==> src/rtl/evt_timer_pkg.sv <==
package evt_timer_pkg;

  typedef enum logic [1:0] {
    MODE_OFF   = 2'b00,
    MODE_EVENT = 2'b01,
    MODE_TIMER = 2'b10,
    MODE_PULSE = 2'b11
  } tmrMode_e;

  typedef enum logic [1:0] {
    PW_IDLE = 2'b00,
    PW_ARM  = 2'b01,
    PW_MEAS = 2'b10
  } pwState_e;

  // Strobes from control to datapath
  typedef struct packed {
    logic incEn;   // advance the counter this cycle
    logic loadNow; // copy preload write data into the counter
  } tmrStrobe_t;

endpackage

==> src/rtl/tmr_ctl.sv <==
module tmr_ctl
  import evt_timer_pkg::*;
#(
  parameter int SYNC_STAGES = 2
) (
  input  logic       clk,
  input  logic       rstN,
  input  logic       tick,
  input  logic       extIn,
  input  logic       ctrlWe,
  input  logic [1:0] modeIn,
  input  logic       polIn,
  input  logic       runIn,
  input  logic       preWe,
  output tmrStrobe_t strobe,
  output logic       runQ
);

  localparam int LAST = SYNC_STAGES - 1;

  logic [SYNC_STAGES-1:0] syncQ;
  logic     lvlPrev;
  tmrMode_e modeQ;
  logic     polQ;
  pwState_e pwState;

  logic actNow, actPrev, entry, exitEv, measuring;

  // input synchronizer and one history stage
  always_ff @(posedge clk or negedge rstN) begin
    if (!rstN) begin
      syncQ   <= '0;
      lvlPrev <= 1'b0;
    end else begin
      syncQ   <= {syncQ[SYNC_STAGES-2:0], extIn};
      lvlPrev <= syncQ[LAST];
    end
  end

  // polarity folds level and edge choice into one "active" notion
  assign actNow  = polQ ? syncQ[LAST] : ~syncQ[LAST];
  assign actPrev = polQ ? lvlPrev : ~lvlPrev;
  assign entry   = actNow & ~actPrev;
  assign exitEv  = ~actNow & actPrev;

  assign measuring = (pwState == PW_MEAS) || ((pwState == PW_ARM) && entry);

  always_comb begin
    strobe.loadNow = preWe && !runQ;
    strobe.incEn   = 1'b0;
    if (runQ) begin
      unique case (modeQ)
        MODE_EVENT: strobe.incEn = entry;
        MODE_TIMER: strobe.incEn = tick;
        MODE_PULSE: strobe.incEn = tick && actNow && measuring;
        default:    strobe.incEn = 1'b0;
      endcase
    end
  end

  always_ff @(posedge clk or negedge rstN) begin
    if (!rstN) begin
      modeQ   <= MODE_OFF;
      polQ    <= 1'b0;
      runQ    <= 1'b0;
      pwState <= PW_IDLE;
    end else if (ctrlWe) begin
      modeQ   <= tmrMode_e'(modeIn);
      polQ    <= polIn;
      runQ    <= runIn;
      pwState <= (runIn && (tmrMode_e'(modeIn) == MODE_PULSE)) ? PW_ARM : PW_IDLE;
    end else if (runQ && (modeQ == MODE_PULSE)) begin
      unique case (pwState)
        PW_ARM:  if (entry) pwState <= PW_MEAS;
        PW_MEAS: if (exitEv) begin
          pwState <= PW_IDLE;
          runQ    <= 1'b0;
        end
        default: pwState <= PW_IDLE;
      endcase
    end
  end

  AST_PW_SELF_STOP: assert property (@(posedge clk) disable iff (!rstN)
    (runQ && modeQ == MODE_PULSE && pwState == PW_MEAS && exitEv && !ctrlWe) |=> !runQ);
  AST_OFF_QUIET: assert property (@(posedge clk) disable iff (!rstN)
    (modeQ == MODE_OFF) |-> !strobe.incEn);
  AST_ARM_HOLD: assert property (@(posedge clk) disable iff (!rstN)
    (runQ && modeQ == MODE_PULSE && pwState == PW_ARM && !entry && !ctrlWe) |=> (pwState == PW_ARM));

endmodule

==> src/rtl/tmr_dp.sv <==
module tmr_dp
  import evt_timer_pkg::*;
#(
  parameter int WIDTH = 8
) (
  input  logic             clk,
  input  logic             rstN,
  input  tmrStrobe_t       strobe,
  input  logic             preWe,
  input  logic [WIDTH-1:0] preData,
  input  logic             flagClr,
  output logic [WIDTH-1:0] cnt,
  output logic             flag
);

  localparam logic [WIDTH-1:0] TOP_VAL = '1;

  logic [WIDTH-1:0] preQ;
  logic             wrapNow;

  assign wrapNow = strobe.incEn && (cnt == TOP_VAL) && !strobe.loadNow;

  always_ff @(posedge clk or negedge rstN) begin
    if (!rstN) begin
      preQ <= '0;
      cnt  <= '0;
      flag <= 1'b0;
    end else begin
      if (preWe) preQ <= preData;
      if (strobe.loadNow)    cnt <= preData;
      else if (wrapNow)      cnt <= preQ;
      else if (strobe.incEn) cnt <= cnt + 1'b1;
      flag <= wrapNow | (flag & ~flagClr);
    end
  end

  AST_STEP_UP: assert property (@(posedge clk) disable iff (!rstN)
    (strobe.incEn && !strobe.loadNow && cnt != TOP_VAL) |=> (cnt == $past(cnt) + 1'b1));
  AST_RELOAD: assert property (@(posedge clk) disable iff (!rstN)
    (strobe.incEn && !strobe.loadNow && cnt == TOP_VAL && !preWe) |=> (cnt == $past(preQ) && flag));
  AST_FLAG_HOLD: assert property (@(posedge clk) disable iff (!rstN)
    (flag && !flagClr) |=> flag);
  AST_LOAD_DIRECT: assert property (@(posedge clk) disable iff (!rstN)
    strobe.loadNow |=> (cnt == $past(preData)));

endmodule

==> src/rtl/evt_timer.sv <==
module evt_timer
  import evt_timer_pkg::*;
#(
  parameter int WIDTH       = 8,
  parameter int SYNC_STAGES = 2
) (
  input  logic             clk,
  input  logic             rstN,
  input  logic             tick,
  input  logic             extIn,
  input  logic             ctrlWe,
  input  logic [1:0]       modeIn,
  input  logic             polIn,
  input  logic             runIn,
  input  logic             preWe,
  input  logic [WIDTH-1:0] preData,
  input  logic             flagClr,
  output logic [WIDTH-1:0] countOut,
  output logic             runOut,
  output logic             flagOut
);

  tmrStrobe_t strobe;

  tmr_ctl #(.SYNC_STAGES(SYNC_STAGES)) uCtl (
    .clk(clk), .rstN(rstN), .tick(tick), .extIn(extIn),
    .ctrlWe(ctrlWe), .modeIn(modeIn), .polIn(polIn), .runIn(runIn),
    .preWe(preWe), .strobe(strobe), .runQ(runOut)
  );

  tmr_dp #(.WIDTH(WIDTH)) uDp (
    .clk(clk), .rstN(rstN), .strobe(strobe), .preWe(preWe),
    .preData(preData), .flagClr(flagClr), .cnt(countOut), .flag(flagOut)
  );

  AST_IDLE_STABLE: assert property (@(posedge clk) disable iff (!rstN)
    (!runOut && !preWe) |=> $stable(countOut));
  AST_CTRL_KEEPS_COUNT: assert property (@(posedge clk) disable iff (!rstN)
    (ctrlWe && !runOut && !preWe) |=> $stable(countOut));

endmodule

==> config.mk <==
export PLATFORM = sky130hd
export DESIGN_NAME = evt_timer
export DESIGN_NICKNAME = d
export VERILOG_FILES = /design/src/rtl/evt_timer_pkg.sv /design/src/rtl/tmr_ctl.sv /design/src/rtl/tmr_dp.sv /design/src/rtl/evt_timer.sv
export SDC_FILE = /design/constraint.sdc
export NUM_CORES = 1
export LEC_CHECK = 0
export BUFFER_PORTS_ARGS = -buffer_cell sky130_fd_sc_hd__buf_4
export CORE_MARGIN = 8
export CORE_UTILIZATION = 28
export DETAILED_ROUTE_END_ITERATION = 6
export PLACE_DENSITY_LB_ADDON = 0.2
export SLEW_MARGIN = 20
export SYNTH_ARGS = -nofsm -noshare
export SYNTH_HDL_FRONTEND = slang
export SYNTH_SLANG_ARGS = --single-unit
==> constraint.sdc <==
create_clock -name clk -period 4 [get_ports clk]
set_input_delay 0.8 -clock clk [delete_from_list [all_inputs] [get_ports clk]]
set_output_delay 0.8 -clock clk [all_outputs]
set_load 0.02 [all_outputs]
Word level (Yosys, flattened, before mapping)
Index checks and enable logic that the tools add are counted.
{"block": "op_classes", "addsub": 1, "eq_ne": 9, "mux": 17, "bitwise": 9, "n_reduce_logical": 17}
{"operator": "8-bit 2-to-1 mux", "count": 3}
{"operator": "8-bit by 1-bit adder with 8-bit output (second input constant)", "count": 1}
{"operator": "2-bit equality test (second input constant)", "count": 4}
{"operator": "8-bit equality test (second input constant)", "count": 1}
{"operator": "1-bit logical AND", "count": 8}
{"operator": "1-bit 2-to-1 mux", "count": 8}
{"operator": "2-bit 2-to-1 mux", "count": 4}
{"operator": "3-bit by 2-bit inequality test with 1-bit output (second input constant)", "count": 2}
{"operator": "3-bit AND reduction", "count": 2}
{"operator": "2-bit nonzero test", "count": 3}
{"operator": "1-bit NOT", "count": 5}
{"operator": "2-bit by 1-bit equality test with 1-bit output (second input constant)", "count": 2}
{"operator": "2-bit case mux with 2 select lines", "count": 1}
{"operator": "1-bit bitwise AND", "count": 3}
{"operator": "1-bit case mux with 3 select lines", "count": 1}
{"operator": "3-bit nonzero test", "count": 1}
{"operator": "1-bit logical NOT", "count": 2}
{"operator": "1-bit logical OR", "count": 1}
{"operator": "1-bit OR", "count": 1}
{"block": "totals", "regBits": 26, "out_inout_bits": 10, "elab_cells": 62}

Longest topological paths before layout
Gate-level depths: netlist of run 1.
{"block": "depth", "word_depth": 13, "depth_mapped": 6}

Modules after synthesis
Synthesis of run 1 repeated with hierarchy kept, for this count alone.
{"block": "hier_totals", "cells_unflattened": 125, "area_unflattened_um2": 1328.8}
{"mod": "tmr_dp", "n_inst": 1, "cells_per_inst": 85, "area_each_um2": 894.6, "seq_area_each_um2": 425.4}
{"mod": "tmr_ctl", "n_inst": 1, "cells_per_inst": 40, "area_each_um2": 434.2, "seq_area_each_um2": 225.2}

Worst setup path after synthesis of run 1
OpenSTA, ideal clock, no wires.
{"block": "synth_path", "path_kind": "input port to flip-flop", "startpoint": "input port preWe", "endpoint": "register uDp.cnt[4]", "setup_time_ns": 0.127, "arrival_time_ns": 1.826, "required_ns": 3.873, "setup_slack_ns": 2.047, "path_stages": 5, "path_buffers": 2, "cell_sequence": "clkbuf_1 -> nor2b_1 -> clkbuf_1 -> mux2i_1 -> mux2i_1"}
{"block": "synth_via", "elab_chain_cells": 5, "elab_cells_between_ends": 6, "cone_classes": "2 x mux; 4 x reduce/logical"}
{"element": "start, declared", "line_no": "evt_timer.sv:15", "rtl": "input logic preWe,"}
{"element": "1-bit logical AND (*)", "line_no": "tmr_ctl.sv:49", "rtl": "strobe.loadNow = preWe && !runQ;"}
{"element": "1-bit logical NOT", "line_no": "tmr_dp.sv:21", "rtl": "assign wrapNow = strobe.incEn && (cnt == TOP_VAL) && !strobe.loadNow;"}
{"element": "1-bit logical AND", "line_no": "tmr_dp.sv:21"}
{"element": "8-bit 2-to-1 mux", "line_no": "tmr_dp.sv:31", "rtl": "else if (wrapNow) cnt <= preQ;"}
{"element": "8-bit 2-to-1 mux", "line_no": "tmr_dp.sv:30", "rtl": "if (strobe.loadNow) cnt <= preData;"}
{"element": "end signal, assigned", "line_no": "tmr_dp.sv:30"}
{"element": "end signal, assigned", "line_no": "tmr_dp.sv:31"}
{"element": "end signal, assigned", "line_no": "tmr_dp.sv:32", "rtl": "else if (strobe.incEn) cnt <= cnt + 1'b1;"}
{"element": "end, declared", "line_no": "tmr_dp.sv:12", "rtl": "output logic [WIDTH-1:0] cnt,"}
Every way passes the cells marked *; elsewhere a longest branch is shown, timed or not.
A chain may end at the register's enable or synchronous reset.

Final worst setup path of run 1
{"block": "layout_path", "startpoint": "register uCtl.polQ", "endpoint": "register uDp.cnt[0]"}
{"block": "layout_via", "elab_chain_cells": 12, "elab_cells_between_ends": 15, "cone_classes": "6 x mux; 2 x bitwise; 7 x reduce/logical"}
{"element": "start, declared", "line_no": "tmr_ctl.sv:24", "rtl": "logic polQ;"}
{"element": "start signal, assigned", "line_no": "tmr_ctl.sv:69", "rtl": "polQ <= polIn;"}
{"element": "1-bit 2-to-1 mux", "line_no": "tmr_ctl.sv:42", "rtl": "assign actPrev = polQ ? lvlPrev : ~lvlPrev;"}
{"element": "1-bit NOT", "line_no": "tmr_ctl.sv:43", "rtl": "assign entry = actNow & ~actPrev;"}
{"element": "1-bit bitwise AND", "line_no": "tmr_ctl.sv:43"}
{"element": "1-bit logical AND", "line_no": "tmr_ctl.sv:46", "rtl": "assign measuring = (pwState == PW_MEAS) || ((pwState == PW_ARM) && entry);"}
{"element": "1-bit logical OR", "line_no": "tmr_ctl.sv:46"}
{"element": "1-bit logical AND", "line_no": "tmr_ctl.sv:55", "rtl": "MODE_PULSE: strobe.incEn = tick && actNow && measuring;"}
{"element": "1-bit case mux with 3 select lines (*)", "line_no": "tmr_ctl.sv:52", "rtl": "unique case (modeQ)"}
{"element": "1-bit 2-to-1 mux (*)", "line_no": "tmr_ctl.sv:51", "rtl": "if (runQ) begin"}
{"element": "1-bit logical AND (2 in a row)", "line_no": "tmr_dp.sv:21"}
{"element": "8-bit 2-to-1 mux", "line_no": "tmr_dp.sv:31"}
{"element": "8-bit 2-to-1 mux", "line_no": "tmr_dp.sv:30"}
Marks and branches as above.

==> results.cfg, run 1 <==
[status]
status = finished clean

[floorplan]
die_y_um = 86.30
num_io_pins = 29
die_x_um = 86.30
initial_core_util_pct = 29.11
placementRows = 25
die-area_um2 = 7448
coreArea_um2 = 4755

[global_routing]
grt_pass1_vias = 1201
grt_overflow = 0
antenna_found_initial = 0
grt_pass1_wl_mm = 5.733
grt.total_usage_pct = 9.677
grt_max_degree = 27

[clock_tree]
cts_resized = 0
ctsLongestPathBuffers = 2
clock_latency_ns = 0.28
post_cts_buffers = 0
ctsHoldBuffers = 0
cts.reportedPaths.clkPinSlew_ns = 0.09
cts_buffers = 3
cts_root_buf = clkbuf_8
cts_tree = built
cts_sinks = 26
h-tree-depth = 1

[critical_path]
cp-end-kind = flip-flop
timing.rr.end = uDp.cnt[0]
crit_type = flip-flop to flip-flop
cp-start-kind = flip-flop
worstPathRequired_ns = 4.17
critPathTopFamily = compound AO/OA/AOI/OAI gates
cpPeakStageDelay_ns = 0.74
critPathSlowestCell = o41ai_4
crit_chain = and3b_1 > o211a_1 > o41ai_4 > a211oi_1 > a221o_1
arrival_ns = 2.37
worst-path-buf-inv = 0
reg2reg_slack_ns = 1.80
r2r-start = uCtl.polQ
startpoint = uCtl.polQ
ff2ff_path_depth = 5
crit_end = uDp.cnt[0]
critPathMaxFanout = 14
crit_cells = 5

[timing]
setup_viol = 0
min_period_ns = 2.199
rsz0062_at_grt = no
finalClockSkew_ns = 0.001117
worst_pin_slew_ns = 0.7670
fin_crit_sh_pct = 54.98
drv_slew = 0
timing.fmax_ghz = 0.4547
hold_viol_final = 0
final.setup.tns_ns = 0
timing.max_slew.rel_slack_pct = 48.69

[drt]
wire_per_inst_um = 14.76
viasPerCell = 5.004
route.vias.total = 1136
dr.pass1.iters = 4
drc = 0
drtAntennaViolNets = 0
wirelength_mm = 3.351
drt_iter0_drc = 43

[logic_synthesis]
yosysWarnings = 0
synth-seq-cells = 26
syn_nets = 152
synthCells = 132
syn_avg_cell_area_um2 = 10.48
synth_area_um2 = 1384
synth_cell_types = 43
seq_area_frac_synth_pct = 47.02

[final_layout]
final_cell_area_um2 = 1710
drive_gt1_share_pct = 29.38
diodes = 0
finish.utilization_pct = 35.97
syn_to_final_growth_pct = 23.60
final_nets = 181

[pwr]
cellPowerDensity_nw_per_um2 = 478.1
vdd_drop_max_mv = 0.2896
leakage_nw = 0.7299

[placed_design]
place_area_um2 = 1655
port-buffer-count = 28
gp_congestion = 0.8258
hpwl_mm = 2.492

[job]
drv_cap = 0

[hold_path]
min_path_type = flip-flop to flip-flop
[synth_stat cells]
cell type   n  share of area (%)
a2111oi_2   1                1.1
a211o_1     1               0.63
a211oi_1    3                1.6
a21boi_0    1               0.54
a21o_1      1               0.54
a21oi_1     4                1.4
a21oi_2     1               0.63
a221o_1     2                1.4
a2bb2oi_1   1               0.63
a31oi_1     4                1.8
and2_1      2               0.90
and3_1      1               0.45
and3b_1     2                1.3
and4_1      2                1.3
buf_6       1               0.81
clkbuf_1    3               0.81
dfrtp_1    26                 47
ha_1        1               0.90
inv_1       5                1.4
mux2_2     10                8.1
mux2i_1     3                2.2
nand2_1    13                3.5
nand2b_1    2               0.90
nand3_1     3                1.1
nand3b_1    1               0.54
nand4_1     3                1.4
nor2_1      7                1.9
nor2_2      1               0.45
nor2b_1     2               0.90
nor3_1      2               0.72
nor3b_1     3                1.6
nor4_1      2               0.90
nor4b_1     1               0.63
o211a_1     1               0.72
o211ai_1    2                1.1
o21ai_0     7                2.5
o221ai_1    1               0.63
o22a_1      1               0.63
o22ai_1     1               0.45
o41ai_4     1                2.0
or3b_2      1               0.63
xnor2_1     1               0.63
xor2_1      1               0.63
[metrics by stage]
step | std cells | power, mW | hold slack [ns] | setup slack (ns)
global placement | 223 | 0.6477 | 0.3383 | 1.677
detailed placement | 223 | 0.6512 | 0.3394 | 1.635
floorplan | 132 | 0.5346 | 0.3312 | 2.047
finish | 227 | 0.8177 | 0.3577 | 1.801
global route | 227 | 0.8735 | 0.3732 | 1.633
CTS | 227 | 0.8306 | 0.3621 | 1.781
[how the worst min path moves through the flow]
stage               slack (ns)             to          start  cells past startpoint
floorplan                 0.33  uCtl.syncQ[1]  uCtl.syncQ[0]                      0
global placement          0.34  uCtl.syncQ[1]  uCtl.syncQ[0]                      0
detailed placement        0.34  uCtl.syncQ[1]  uCtl.syncQ[0]                      0
CTS                       0.36  uCtl.syncQ[1]  uCtl.syncQ[0]                      0
global route              0.37  uCtl.syncQ[1]  uCtl.syncQ[0]                      0
finish                    0.36  uCtl.syncQ[1]  uCtl.syncQ[0]                      0
[cell usage in the layout (no fill, tap or decap), drive strengths merged, types with 3 or more instances in the layout]
cell type and instances:
nand2 13, inv 5, nand3 3, a211oi 3
a31oi 4, mux2 10, clkbuf 4, a21oi 5
dfrtp 26, nand4 3, o21ai 7, mux2i 3
buf 28, nor3b 3, nor2 8
[registers in the layout, summed over array words and instances, names as in the netlist]
| name | cells |
|---|---|
| uDp.cnt | 8 |
| uCtl.lvlPrev | 1 |
| uDp.flag | 1 |
| uCtl.runQ | 1 |
| uCtl.modeQ | 2 |
| uCtl.pwState | 2 |
| uCtl.polQ | 1 |
| uCtl.syncQ | 2 |
| uDp.preQ | 8 |
[power by group]
group | internal, mW | switching (mW)
Combinational | 0.126 | 0.130
Clock | 0.0882 | 0.0879
Sequential | 0.310 | 0.0754
[area by class of cell]
class / count / area (um2)
Inverter: 5 / 18.77
Sequential cell: 26 / 650.6
Timing Repair Buffer: 28 / 210.2
Tap cell: 67 / 83.83
Fill cell: 487 / 3044
Multi-Input combinational cell: 97 / 691.9
Clock buffer: 4 / 55.05
[cells by family (layout without fill, tap and decap cells)]
group                    count (synthesis)  in the layout  share of synthesized area, %
adder cells (fa/ha/maj)                  1              1                        0.9040
AND/OR/NAND/NOR                         48             48                         19.08
XOR/XNOR                                 2              2                         1.266
AO/OA/AOI/OAI                           33             33                         18.45
flip-flops                              26             26                         47.02
buffers and inverters                    9             37                         2.984
multiplexers                            13             13                         10.31
[worst register-to-register path, cell delays in order (launching register included)]
cell and delay (ns):
dfrtp_1 0.45, and3b_1 0.24, o211a_1 0.26, o41ai_4 0.75, a211oi_1 0.10, a221o_1 0.29
[layer usage]
layer / routed length, um / track usage (%)
met5: 0 / 0
met4: 28 / 2.817
met3: 194 / 3.592
met2: 1664 / 16.66
met1: 1463 / 10.87
(Power assumes the default switching activity.)
==> run 2: changes to the inputs <==
==> constraint.sdc (replaced) <==
create_clock -name clk -period 2.2 [get_ports clk]
set_input_delay 0.44 -clock clk [delete_from_list [all_inputs] [get_ports clk]]
set_output_delay 0.44 -clock clk [all_outputs]
set_load 0.02 [all_outputs]
==> results.cfg, run 2 (synthesized netlist as in run 1, its figures left out) <==
[timing]
timing.max_slew.rel_slack_pct = 66.67
finalClockSkew_ns = 0.005373
min_period_ns = 2.012
setup_viol = 0
hold_viol_final = 0
timing.fmax_ghz = 0.4970
final.setup.tns_ns = 0
fin_crit_sh_pct = 91.45
worst_pin_slew_ns = 0.4990
drv_slew = 0
setup_slack_ns = 0.1881
rsz0062_at_grt = no

[global_routing]
grt_pass1_vias = 1289
grt_pass1_wl_mm = 6.279
grt_overflow = 0
grt.total_usage_pct = 10.41
grt_max_degree = 27
antenna_found_initial = 0

[critical_path]
cp-start-kind = flip-flop
ff2ff_path_depth = 6
critPathMaxFanout = 7
cp-end-kind = flip-flop
crit_type = flip-flop to flip-flop
arrival_ns = 2.17
worstPathRequired_ns = 2.36

[clock_tree]
cts_buffers = 3
ctsLongestPathBuffers = 2
h-tree-depth = 1
cts_root_buf = clkbuf_8
cts_resized = 0
clock_latency_ns = 0.27
post_cts_buffers = 0
ctsHoldBuffers = 0
cts.reportedPaths.clkPinSlew_ns = 0.09
cts_sinks = 26
cts_tree = built

[final_layout]
mostFrequentLayoutCell = buf_4
final_cell_area_um2 = 1740
final_nets = 185
fillers = 498
final_cell_mix = 32 x buf_4, 26 x dfrtp_1, 13 x nand2_1
drive_gt1_share_pct = 31.10
top_regs = uDp.cnt x8, uDp.preQ x8
diodes = 0
syn_to_final_growth_pct = 25.77
stdcell_count = 231

[floorplan]
initial_core_util_pct = 29.11
die_x_um = 86.30
die_y_um = 86.30
coreArea_um2 = 4755
num_io_pins = 29
placementRows = 25
die-area_um2 = 7448

[job]
drv_cap = 0

[pwr]
cellPowerDensity_nw_per_um2 = 865.1
leakage_nw = 0.7487
total_power_mw = 1.506
vdd_drop_max_mv = 0.5444

[placed_design]
gp_congestion = 0.8541
dpl_worst_slack_ns = 0.2227
dpl.cell_count = 227
hpwl_mm = 2.639
port-buffer-count = 28
place_area_um2 = 1685

[drt]
wirelength_mm = 3.574
route.vias.total = 1158
drtAntennaViolNets = 0
drt_iter0_drc = 44
dr.pass1.iters = 4
viasPerCell = 5.013
drc = 0
wire_per_inst_um = 15.47

[status]
status = finished clean

[hold_path]
min_path_type = input port to asynchronous set/reset pin
==> run 2: changes by cell type in the layout (fill, tap and decap cells not counted), sizes merged <==
cell,delta
buf,+4
==> run 2: worst max-delay path, stage by stage (launching register included) <==
cell and delay (ns):
dfrtp_1 0.46, and3b_1 0.24, o211a_1 0.27, o41ai_4 0.42, buf_4 0.21, a21oi_1 0.04
a221o_1 0.26
==> run 2: path summary, 6_finish.rpt <==
check | start | endpoint | slack (ns)
max in group asynchronous | rstN | uDp.cnt[0] | 1.87
hold / removal | rstN | uCtl.lvlPrev | 0.07
min in group clk | extIn | uCtl.syncQ[0] | 0.27
setup reg to reg | uCtl.polQ | uDp.cnt[1] | 0.19
hold reg to reg | uCtl.syncQ[0] | uCtl.syncQ[1] | 0.37
setup / recovery | uCtl.polQ | uDp.cnt[1] | 0.19
==> run 2: per-stage QoR <==
step                      utilization [%]  hold slack [ns]
after floorplan                         -           0.1444
after global placement              35.45           0.3591
after detailed placement            35.45           0.3478
after CTS                           36.61          0.07206
after global routing                36.61          0.08776
final                               36.61          0.06845
==> run 2: layer usage <==
layer  global-route usage [%]  wire (um)  vias up
met1                    11.83       1541      576
met4                    1.878         17        0
met3                    4.064        190        2
li1                         -          -      558
met5                        0          0        -
met2                    18.12       1825       22
==> run 2: area by class of cell <==
type / count / area (um2) / area share (%)
multi-input combinational: 97 / 691.9 / 39.76
sequential: 26 / 650.6 / 37.38
timing repair buffer: 32 / 240.2 / 13.80
tap: 67 / 83.83 / 4.817
clock buffer: 4 / 55.05 / 3.163
inverter: 5 / 18.77 / 1.078
==> run 2: power breakdown <==
group          switching [mW]  total (mW)  leakage [nW]  internal, mW
combinational           0.258       0.503         0.408         0.245
clock                   0.154       0.315        0.0288         0.160
sequential              0.125       0.688         0.312         0.563
